$ cat src/rtl/mptx_pkg.sv
package mptx_pkg;

   typedef enum logic [2:0] {
      SH_IDLE  = 3'd0,
      SH_START = 3'd1,
      SH_DATA  = 3'd2,
      SH_FLAG  = 3'd3,
      SH_STOPA = 3'd4,
      SH_STOPZ = 3'd5
   } sh_state_t;

   typedef struct packed {
      logic short_len;
      logic two_stop;
      logic flag_bit;
   } frame_fmt_t;

endpackage

$ cat src/rtl/mptx_holdreg.sv
module mptx_holdreg #(
   parameter int DATA_W = 8
) (
   input  logic              clk,
   input  logic              rst_n,
   input  logic              wr_en,
   input  logic [DATA_W-1:0] wr_data,
   input  logic              wr_mpb,
   input  logic              take_i,
   input  logic              end_i,
   input  logic              ie_empty,
   input  logic              ie_done,
   output logic [DATA_W-1:0] hold_data_o,
   output logic              hold_mpb_o,
   output logic              empty_o,
   output logic              done_o,
   output logic              irq_empty_o,
   output logic              irq_done_o
);

   logic [DATA_W-1:0] data_q;
   logic              mpb_q;
   logic              empty_q;
   logic              done_q;

   always_ff @(posedge clk or negedge rst_n) begin
      if (!rst_n) begin
         data_q <= '0;
         mpb_q  <= 1'b0;
      end else if (wr_en) begin
         data_q <= wr_data;
         mpb_q  <= wr_mpb;
      end
   end

   always_ff @(posedge clk or negedge rst_n) begin
      if (!rst_n) begin
         empty_q <= 1'b1;
         done_q  <= 1'b1;
      end else if (wr_en) begin
         empty_q <= 1'b0;
         done_q  <= 1'b0;
      end else begin
         if (take_i) empty_q <= 1'b1;
         if (end_i)  done_q  <= 1'b1;
      end
   end

   assign hold_data_o = data_q;
   assign hold_mpb_o  = mpb_q;
   assign empty_o     = empty_q;
   assign done_o      = done_q;
   assign irq_empty_o = empty_q & ie_empty;
   assign irq_done_o  = done_q & ie_done;

   AST_WR_CLEARS_FLAGS: assert property (@(posedge clk) disable iff (!rst_n)
      wr_en |=> (!empty_o && !done_o));

endmodule

$ cat src/rtl/mptx_shifter.sv
module mptx_shifter
   import mptx_pkg::*;
#(
   parameter int DATA_W = 8
) (
   input  logic              clk,
   input  logic              rst_n,
   input  logic              bit_tick,
   input  logic              full_i,
   input  logic [DATA_W-1:0] hold_data_i,
   input  logic              hold_mpb_i,
   input  logic              cfg_len7,
   input  logic              cfg_stop2,
   output logic              take_o,
   output logic              end_o,
   output logic              tx_o
);

   localparam int CNT_W   = $clog2(DATA_W + 1);
   localparam int LONG_N  = DATA_W;
   localparam int SHORT_N = DATA_W - 1;

   generate
      if (DATA_W < 2) begin : g_bad_width
         $error("mptx_shifter: DATA_W must be at least 2");
      end
   endgenerate

   sh_state_t         state_q;
   frame_fmt_t        fmt_q;
   logic [DATA_W-1:0] shreg_q;
   logic [CNT_W-1:0]  cnt_q;
   logic              pend_q;
   logic              tx_q;
   logic [CNT_W-1:0]  nbits;
   logic              stop_check;
   logic              idle_load;

   assign nbits = fmt_q.short_len ? CNT_W'(SHORT_N) : CNT_W'(LONG_N);

   // final stop bit begins on this tick
   assign stop_check = bit_tick &&
                       (((state_q == SH_FLAG) && !fmt_q.two_stop) ||
                        (state_q == SH_STOPA));
   assign idle_load  = bit_tick && (state_q == SH_IDLE) && full_i;

   assign take_o = idle_load || (stop_check && full_i);
   assign end_o  = stop_check && !full_i;

   always_ff @(posedge clk or negedge rst_n) begin
      if (!rst_n) begin
         shreg_q <= '0;
         fmt_q   <= '0;
      end else if (take_o) begin
         shreg_q         <= hold_data_i;
         fmt_q.short_len <= cfg_len7;
         fmt_q.two_stop  <= cfg_stop2;
         fmt_q.flag_bit  <= hold_mpb_i;
      end else if (bit_tick && ((state_q == SH_START) || (state_q == SH_DATA))) begin
         shreg_q <= shreg_q >> 1;
      end
   end

   always_ff @(posedge clk or negedge rst_n) begin
      if (!rst_n) begin
         state_q <= SH_IDLE;
         cnt_q   <= '0;
         pend_q  <= 1'b0;
         tx_q    <= 1'b1;
      end else if (bit_tick) begin
         unique case (state_q)
            SH_IDLE: begin
               if (full_i) begin
                  state_q <= SH_START;
                  tx_q    <= 1'b0;
               end else begin
                  tx_q    <= 1'b1;
               end
            end
            SH_START: begin
               state_q <= SH_DATA;
               tx_q    <= shreg_q[0];
               cnt_q   <= CNT_W'(1);
            end
            SH_DATA: begin
               if (cnt_q == nbits) begin
                  state_q <= SH_FLAG;
                  tx_q    <= fmt_q.flag_bit;
               end else begin
                  tx_q    <= shreg_q[0];
                  cnt_q   <= cnt_q + CNT_W'(1);
               end
            end
            SH_FLAG: begin
               tx_q <= 1'b1;
               if (fmt_q.two_stop) begin
                  state_q <= SH_STOPA;
               end else begin
                  state_q <= SH_STOPZ;
                  pend_q  <= full_i;
               end
            end
            SH_STOPA: begin
               tx_q    <= 1'b1;
               state_q <= SH_STOPZ;
               pend_q  <= full_i;
            end
            SH_STOPZ: begin
               if (pend_q) begin
                  state_q <= SH_START;
                  tx_q    <= 1'b0;
               end else begin
                  state_q <= SH_IDLE;
                  tx_q    <= 1'b1;
               end
               pend_q <= 1'b0;
            end
            default: begin
               state_q <= SH_IDLE;
               tx_q    <= 1'b1;
            end
         endcase
      end
   end

   assign tx_o = tx_q;

   AST_HOLD_NO_TICK: assert property (@(posedge clk) disable iff (!rst_n)
      !bit_tick |=> $stable(tx_o));

endmodule

$ cat src/rtl/mptx_top.sv
module mptx_top #(
   parameter int DATA_W = 8
) (
   input  logic              clk,
   input  logic              rst_n,
   input  logic              bit_tick,
   input  logic              wr_en,
   input  logic [DATA_W-1:0] wr_data,
   input  logic              wr_mpb,
   input  logic              cfg_len7,
   input  logic              cfg_stop2,
   input  logic              ie_empty,
   input  logic              ie_done,
   output logic              tx_out,
   output logic              buf_empty,
   output logic              tx_done,
   output logic              irq_empty,
   output logic              irq_done
);

   logic [DATA_W-1:0] hold_data;
   logic              hold_mpb;
   logic              take;
   logic              frame_end;

   mptx_holdreg #(.DATA_W(DATA_W)) u_hold (
      .clk         (clk),
      .rst_n       (rst_n),
      .wr_en       (wr_en),
      .wr_data     (wr_data),
      .wr_mpb      (wr_mpb),
      .take_i      (take),
      .end_i       (frame_end),
      .ie_empty    (ie_empty),
      .ie_done     (ie_done),
      .hold_data_o (hold_data),
      .hold_mpb_o  (hold_mpb),
      .empty_o     (buf_empty),
      .done_o      (tx_done),
      .irq_empty_o (irq_empty),
      .irq_done_o  (irq_done)
   );

   mptx_shifter #(.DATA_W(DATA_W)) u_shift (
      .clk         (clk),
      .rst_n       (rst_n),
      .bit_tick    (bit_tick),
      .full_i      (!buf_empty),
      .hold_data_i (hold_data),
      .hold_mpb_i  (hold_mpb),
      .cfg_len7    (cfg_len7),
      .cfg_stop2   (cfg_stop2),
      .take_o      (take),
      .end_o       (frame_end),
      .tx_o        (tx_out)
   );

   AST_LOAD_EMPTIES: assert property (@(posedge clk) disable iff (!rst_n)
      (take && !wr_en) |=> buf_empty);

   AST_LOAD_NEEDS_TICK: assert property (@(posedge clk) disable iff (!rst_n)
      !bit_tick |=> $stable(buf_empty) || !buf_empty);

   AST_END_ON_MARK: assert property (@(posedge clk) disable iff (!rst_n)
      $rose(tx_done) |-> tx_out);

   AST_IDLE_LINE_HIGH: assert property (@(posedge clk) disable iff (!rst_n)
      (tx_done && buf_empty && $stable(tx_done)) |-> tx_out);

endmodule

$ cat config.mk
export PLATFORM = sky130hd
export DESIGN_NAME = mptx_top
export DESIGN_NICKNAME = d
export VERILOG_FILES = /design/src/rtl/mptx_pkg.sv /design/src/rtl/mptx_holdreg.sv /design/src/rtl/mptx_shifter.sv /design/src/rtl/mptx_top.sv
export SDC_FILE = /design/constraint.sdc
export NUM_CORES = 1
export LEC_CHECK = 0
export BUFFER_PORTS_ARGS = -buffer_cell sky130_fd_sc_hd__buf_2
export CAP_MARGIN = 10
export CORE_ASPECT_RATIO = 1.4
export CORE_MARGIN = 2
export CORE_UTILIZATION = 56
export CTS_BUF_LIST = sky130_fd_sc_hd__clkbuf_16
export CTS_CLUSTER_SIZE = 16
export DETAILED_ROUTE_END_ITERATION = 8
export MAX_ROUTING_LAYER = met4
export PLACE_DENSITY = 0.78
export SKIP_CTS_REPAIR_TIMING = 1
export SLEW_MARGIN = 20
export SYNTH_ARGS = -nofsm -noshare
export SYNTH_HDL_FRONTEND = slang
export SYNTH_SLANG_ARGS = --single-unit
$ cat constraint.sdc
create_clock -name clk -period 1.96 [get_ports clk]
set_input_delay 0.196 -clock clk [delete_from_list [all_inputs] [get_ports clk]]
set_output_delay 0.196 -clock clk [all_outputs]
set_load 0.02 [all_outputs]
== Word level (Yosys, flattened, before mapping) ==
Index checks and enable logic that the tools add are counted.
Widths: inputs -> output; s select.
Cells by class
  add/subtract/negate cells: 1
  equal/unequal tests: 10
  mux-type cells: 20
  bitwise logic cells: 2
  reduce and logical (&&, ||, !) cells: 21
Operators by type and width (number)
  $pmux 3 s6: 1
  $mux 8: 2
  $mux 1: 10
  $reduce_and 3->1: 3
  $mux 4: 2
  $ne 2x2->1 const B: 4
  $pmux 4 s2: 1
  $reduce_bool 2->1: 4
  $logic_and 1x1->1: 7
  $eq 3x2->1 const B: 2
  $eq 3x3->1 const B: 2
  $mux 3: 2
  $add 4x1->4 const B: 1
  $eq 4x4->1: 1
  $pmux 1 s4: 1
  $eq 3x1->1 const B: 1
  $logic_not 3->1: 1
  $logic_or 1x1->1: 3
  $pmux 1 s3: 1
  $reduce_bool 3->1: 1
  $and 1x1->1: 2
  $logic_not 1->1: 2
Word-level totals
  bits in registers: 31
  output and inout port bits: 5
  logic and storage cells: 66

== Longest topological paths before layout ==
Gate-level depths: netlist of run 1.
  word-level depth: 8
  depth in mapped cells: 5

== Modules after synthesis ==
From an unflattened synthesis of run 1, not the netlist that was laid out.
Second synthesis, totals
  cell total of the unflattened synthesis: 154
  area, all modules: 1631.6 um^2
Modules (own cells, without submodules)
  mptx_shifter: instances 1, cells an instance 128, area an instance 1174.9 um^2, seq. area each 501.7 um^2
  mptx_holdreg: instances 1, cells an instance 25, area an instance 452.9 um^2, seq. area each 277.8 um^2
  mptx_top: instances 1, cells an instance 1, area an instance 3.8 um^2, seq. area each 0.0 um^2

== Worst setup path after synthesis of run 1 ==
OpenSTA, ideal clock, no wires.
  path kind: flip-flop to flip-flop
  start point: register u_shift.cnt_q[1]
  end point: register u_shift.tx_q (netlist: u_shift.tx_o)
  setup time: 0.084 ns
  arrival time: 1.433 ns
  required time: 1.876 ns
  setup slack: 0.442 ns
  stages on the path, launching flop included: 5
  buffers on the path: 0
  clock period less this slack: 1.518 ns
  cell sequence: dfrtp_1 -> or4b_4 -> o32ai_4 -> mux2i_1 -> o22ai_1
Between the ends
  longest elaborated chain between the ends: 3
RTL lines
  from (decl): RTL line mptx_shifter.sv:32  | logic [CNT_W-1:0] cnt_q;
  from (signal assigned): RTL line mptx_shifter.sv:91  | cnt_q <= cnt_q + CNT_W'(1);
  $eq 4x4->1: RTL line mptx_shifter.sv:86  | if (cnt_q == nbits) begin
  $mux 1: RTL line mptx_shifter.sv:86
  $pmux 1 s4: RTL line mptx_shifter.sv:71  | unique case (state_q)
  to (signal assigned): RTL line mptx_shifter.sv:82  | tx_q <= shreg_q[0];
  to (signal assigned): RTL line mptx_shifter.sv:88  | tx_q <= fmt_q.flag_bit;
  to (signal assigned): RTL line mptx_shifter.sv:90  | tx_q <= shreg_q[0];
  to (decl): RTL line mptx_shifter.sv:34  | logic tx_q;
No other way between the ends.
A chain may end at the register's enable or synchronous reset.

== Worst setup path after layout of run 1 ==
  start point: register u_shift.state_q[0]
  end point: register u_shift.shreg_q[4]
Between the ends
  longest elaborated chain between the ends: 7
RTL lines
  from (decl): RTL line mptx_shifter.sv:29  | sh_state_t state_q;
  from (signal assigned): RTL line mptx_shifter.sv:66  | state_q <= SH_IDLE;
  from (signal assigned): RTL line mptx_shifter.sv:74  | state_q <= SH_START;
  from (signal assigned): RTL line mptx_shifter.sv:81  | state_q <= SH_DATA;
  $eq 3x2->1: RTL line mptx_shifter.sv:43  | (((state_q == SH_FLAG) && !fmt_q.two_stop) ||
  $logic_and 1x1->1: RTL line mptx_shifter.sv:43
  $logic_or 1x1->1: RTL line mptx_shifter.sv:43
  $logic_and 1x1->1: RTL line mptx_shifter.sv:42  | assign stop_check = bit_tick &&
  $logic_and 1x1->1: RTL line mptx_shifter.sv:47  | assign take_o = idle_load || (stop_check && full_i);
  $logic_or 1x1->1: RTL line mptx_shifter.sv:47
  $mux 8 / $reduce_bool 2->1 (equally long branches)
  to (signal assigned): RTL line mptx_shifter.sv:55  | shreg_q <= hold_data_i;
  to (signal assigned): RTL line mptx_shifter.sv:60  | shreg_q <= shreg_q >> 1;
  to (decl): RTL line mptx_shifter.sv:31  | logic [DATA_W-1:0] shreg_q;
Parallel ways exist; a longest one is shown, timed or not.

==> impl_metrics.yaml, run 1 <==
logic_synthesis:
  yosysTopAreaCell: "dfrtp_1"
  syn_area_um2: 1550
  syn_inst: 149
  seq_area_frac_synth_pct: 50.3
  synth-edff-count: 0
  ys.flop_type: "dfrtp_1"
  async_reset_ff_share_pct: 100
  synth_seq_cells: 31
  ys_top_cells_by_area: "dfrtp_1, mux2_2, dfstp_2"
  syn_avg_cell_area_um2: 10.4
  synth_top_area_share_pct: 45.2
  syn-num-nets: 167
  synth_cell_type_count: 36
  yosysWarnings: 0
setup_path:
  crit_type: "flip-flop to flip-flop"
  cp_max_fo: 17
  cp.arrival_ns: 1.99
  critical-path-max-stage-delay_ns: 0.66
  r2r-end: "u_shift.shreg_q[4]"
  r2r_start: "u_shift.state_q[0]"
  crit_path_top_delay_cell: "dfrtp_1"
  r2r_slack_ns: 0.12
  cp-start-kind: "flip-flop"
  crit_chain: "nor2b_1 > o21ai_2 > mux2i_1 > a21oi_1"
  r2r_cells: 4
  crit_path_end_kind: "flip-flop"
  required_ns: 2.11
final_layout:
  final_core_util_pct: 69.5
  layout.nets: 191
  layout_common_cells: "dfrtp_1, buf_2, o21ai_0, a21oi_1, mux2_2"
  regArea_um2: 779
  diodes: 0
  final_common_cell: "dfrtp_1"
  drive_gt1_share_pct: 29.3
  fillers: 225
  areaGrowthSynthToFinish_pct: 18.5
  finalNonFillerCells: 210
  multiInputGateArea_um2: 707
global_route:
  grt_pass1_vias: 1236
  grt_max_degree: 32
  grt_pass1_wl_mm: 5.51
  grt-ovfl-total: 0
  antenna_found_initial: 0
  track_usage_pct: 23.7
power:
  ir_drop_mv: 0.929
  pwr-share-clk_pct: 25.9
  switching_power_mw: 1.02
  p_leak_nw: 0.839
  p_seq_share_pct: 41.2
  total_power_mw: 2.78
  intPower_mw: 1.76
  power_density_nw_per_um2: 1520
  switching_share_pct: 36.6
  comb_power_share_pct: 32.9
timing:
  rsz0062_at_grt: "yes"
  relSlewSlack_pct: 54.6
  fmax_mhz: 545
  period_share_pct: 93.6
  slew_viol_final: 0
  hold_viol: 28
  period_needed_ns: 1.84
  setup_viol: 0
  worst_pin_slew_ns: 0.682
  fin_skew_ns: 0.00206
  whs_ns: -0.0407
detailed_routing:
  ant_nets: 0
  vias: 1227
  drtIter0Drc: 31
  routed_wirelength_mm: 3.18
  wl_per_cell_um: 15.1
  remaining_drc_errors: 0
  viasPerCell: 5.84
  dr.pass1.iters: 4
clock_tree:
  cts-root-buf: "clkbuf_16"
  clock_sinks: 31
  clockBufferDepth: 2
  cts_tree: "done"
  clock_latency_ns: 0.27
  path_clk_slew_ns: 0.05
  htreeDepth: 2
  cts_made_buffers: 5
worst_hold_path:
  min_path_type: "input port to async pin"
placed_design:
  port_buffers: 21
  hpwl_mm: 2.21
  dpl.cell_count: 202
  gp_congestion: 0.873
floorplanning:
  core_um2: 2640
  fp.dieH_um: 66.3
  die_area_um2: 3210
  io_pins: 22
  die-width_um: 48.5
  row_count: 22
  start_util_pct: 58.7
job:
  drv_cap: 0
run_status:
  outcome: "complete, but fails checks"
  violations: "negative hold slack"
[power groups by stage]
stage	logic, mW	clock network, mW	registers, mW
after detailed placement	0.907	0	1.14
after CTS	0.919	0.734	1.14
after floorplan	0.729	0	1.05
final	0.916	0.721	1.15
after global placement	0.865	0	1.12
after global routing	1.02	0.773	1.18
[layout make-up]
cell class                      count  share of cell area (%)
Sequential cell                    31                    42.4
Multi-Input combinational cell    102                    38.5
Timing Repair Buffer               25                    7.36
Clock buffer                        5                    6.81
Tap cell                           36                    2.45
Inverter                            8                    1.63
Clock inverter                      3                   0.817
[sequential cells by signal (all words and copies together) (netlist names)]
signal              flops
u_hold.hold_data_o      8
u_shift.shreg_q         8
u_shift.cnt_q           4
u_shift.fmt_q           3
u_shift.state_q         3
u_hold.done_o           1
u_hold.empty_o          1
u_hold.hold_mpb_o       1
u_shift.pend_q          1
u_shift.tx_o            1
[kinds of logic (layout without fill, tap and decap cells)]
group,count (synthesis),in the layout,synth area share [%]
AO/OA/AOI/OAI,45,45,19.5
AND/OR/NAND/NOR,38,38,12.8
flip-flops,31,31,50.3
multiplexers,18,18,12.5
buffers and inverters,16,41,4.12
adder cells (fa/ha/maj),1,1,0.807
[cell usage after synthesis, drive strengths merged (2+ instances only)]
master / number
o21ai: 14
nor2: 10
nor2b: 5
and2: 2
o22ai: 4
nand3: 6
dfstp: 3
a21oi: 12
a31oi: 2
mux2i: 7
nand4: 2
inv: 8
o211ai: 2
clkbuf: 6
nand2: 8
a21o: 3
buf: 2
dfrtp: 28
mux2: 11
[layer usage]
layer	wire length, µm	vias to the layer above	track usage, %
met1	1240	587	24.8
met3	124	16	5.88
li1	-	584	-
met4	144	0	16.1
met2	1660	40	39.9
met5	0	-	-
[worst max-delay path by stage]
stage,startpoint,endpoint,cells after the start
2_1_floorplan,u_shift.cnt_q[1],u_shift.tx_o,4
3_3_place_gp,u_shift.state_q[1],u_shift.cnt_q[1],4
3_5_place_dp,u_shift.state_q[0],u_shift.shreg_q[5],4
4_1_cts,u_shift.state_q[0],u_shift.shreg_q[4],4
5_1_grt,u_shift.state_q[0],u_shift.shreg_q[4],4
6_report,u_shift.state_q[0],u_shift.shreg_q[4],4
[stage by stage]
stage | area (µm²) | worst slack [ns] | setup TNS (ns)
6_report | 1840 | 0.125 | 0
4_1_cts | 1840 | 0.146 | 0
3_5_place_dp | 1700 | 0.189 | 0
2_1_floorplan | 1550 | 0.442 | 0
3_3_place_gp | 1700 | 0.269 | 0
5_1_grt | 1840 | -0.0217 | -0.0217
[worst max-delay path: cells and delay by family, from the launching register on]
kind,cells,cell delay [ns]
AOI/OAI and AO/OA,2,0.55
DFF,1,0.66
muxes,1,0.27
and+or+nand+nor,1,0.23
Power figures use the tool's default switching activity.
==> run 2, diff against run 1 <==
CORE_UTILIZATION = 35   (was 56)
PLACE_DENSITY = not set   (was 0.78)
==> impl_metrics.yaml, run 2 (same netlist as run 1, synthesis figures left out) <==
timing:
  setup_viol: 0
  whs_ns: -0.0440
  period_needed_ns: 1.75
  period_share_pct: 89.1
  slew_viol_final: 0
  rsz0062_at_grt: "no"
  fin_skew_ns: 0.00424
  worst_pin_slew_ns: 0.672
  hold_viol: 28
  relSlewSlack_pct: 55.2
  fin_tns_setup_ns: 0
  setup_slack_ns: 0.214
  fmax_mhz: 573
setup_path:
  r2r_slack_ns: 0.21
  r2r_cells: 4
  worstSetupEndpoint: "u_shift.shreg_q[4]"
  crit_type: "flip-flop to flip-flop"
  startpoint: "u_shift.state_q[1]"
  cp-start-kind: "flip-flop"
  crit_path_end_kind: "flip-flop"
  cp.arrival_ns: 1.89
  cp_max_fo: 16
  r2r_start: "u_shift.state_q[1]"
  r2r-end: "u_shift.shreg_q[4]"
  required_ns: 2.10
floorplanning:
  fp.dieH_um: 82.7
  die-width_um: 60.2
  die_area_um2: 4980
  start_util_pct: 36.6
  io_pins: 22
  row_count: 28
  core_um2: 4240
run_status:
  outcome: "complete, but fails checks"
  violations: "negative hold slack"
final_layout:
  stdcell_area_um2: 1910
  areaGrowthSynthToFinish_pct: 23.1
  layout.nets: 193
  layout_common_cells: "dfrtp_1, buf_2, o21ai_0, a21oi_1, mux2_2"
  final_common_cell: "dfrtp_1"
  diodes: 0
  drive_gt1_share_pct: 31.3
placed_design:
  hpwl_mm: 2.30
  dpl-instance-area_um2: 1740
  gp_congestion: 0.868
  pre_cts_ws_ns: 0.166
  port_buffers: 21
detailed_routing:
  drtIter0Drc: 93
  routed_wirelength_mm: 3.14
  dr.pass1.iters: 4
  viasPerCell: 5.24
  wl_per_cell_um: 13.3
  remaining_drc_errors: 0
  vias: 1237
  ant_nets: 0
worst_hold_path:
  min_path_type: "input port to async pin"
global_route:
  grt_pass1_vias: 1206
  grt_max_degree: 32
  grt_pass1_wl_mm: 5.26
  track_usage_pct: 14.7
  grt-ovfl-total: 0
  antenna_found_initial: 0
clock_tree:
  clock_latency_ns: 0.27
  path_clk_slew_ns: 0.05
  cts-root-buf: "clkbuf_16"
  cts_tree: "done"
  htreeDepth: 2
  clockBufferDepth: 2
  clock_sinks: 31
  cts_made_buffers: 5
power:
  ir_drop_mv: 0.670
  p_leak_nw: 0.866
  power_density_nw_per_um2: 1520
job:
  drv_cap: 0
[run 2: final cells by class]
cell class | instances | area [µm²]
fill | 421 | 2330
inverter | 8 | 30.0
timing repair buffer | 27 | 150
multi-input combinational | 102 | 709
sequential | 31 | 779
clock buffer | 5 | 125
clock inverter | 3 | 38.8
tap | 60 | 75.1
[run 2: stage by stage]
stage                     cells  utilization (%)  total power [mW]
after global placement      228             41.1              2.01
final                       236             45.0              2.90
after global routing        236             45.0              3.09
after CTS                   236             45.0              2.92
after floorplan             149                -              1.78
after detailed placement    228             41.1              2.06
[run 2: report_power, final]
group / internal (mW) / leakage (nW) / total, mW / switching (mW)
clock: 0.591 / 0.0812 / 0.847 / 0.256
combinational: 0.443 / 0.421 / 0.929 / 0.486
sequential: 0.878 / 0.364 / 1.12 / 0.246
[run 2: layer usage]
metal	share of wire [%]	routed length (µm)	vias to the layer above	global-route usage, %
li1	-	-	590	-
met3	4.0	127	8	4.21
met5	0	0	-	-
met1	40	1250	619	16.3
met2	54	1700	20	24.3
met4	1.9	61	0	6.22
[run 2: worst min-delay path by stage]
stage | slack [ns] | to | startpoint | cells after the start
finish | -0.04 | u_shift.state_q[2] | rst_n | 1
global route | 0.03 | u_shift.state_q[2] | rst_n | 1
CTS | -0.01 | u_shift.state_q[2] | rst_n | 1
detailed placement | 0.28 | u_shift.state_q[2] | rst_n | 1
global placement | 0.28 | u_shift.state_q[0] | rst_n | 1
floorplan | -0.1 | u_hold.hold_data_o[0] | rst_n | 0
[run 2: worst max-delay path: stages (launching register included)]
cell	delay, ns
dfrtp_1	0.61
nor2b_1	0.21
o21ai_2	0.47
mux2i_1	0.24
a21oi_1	0.08
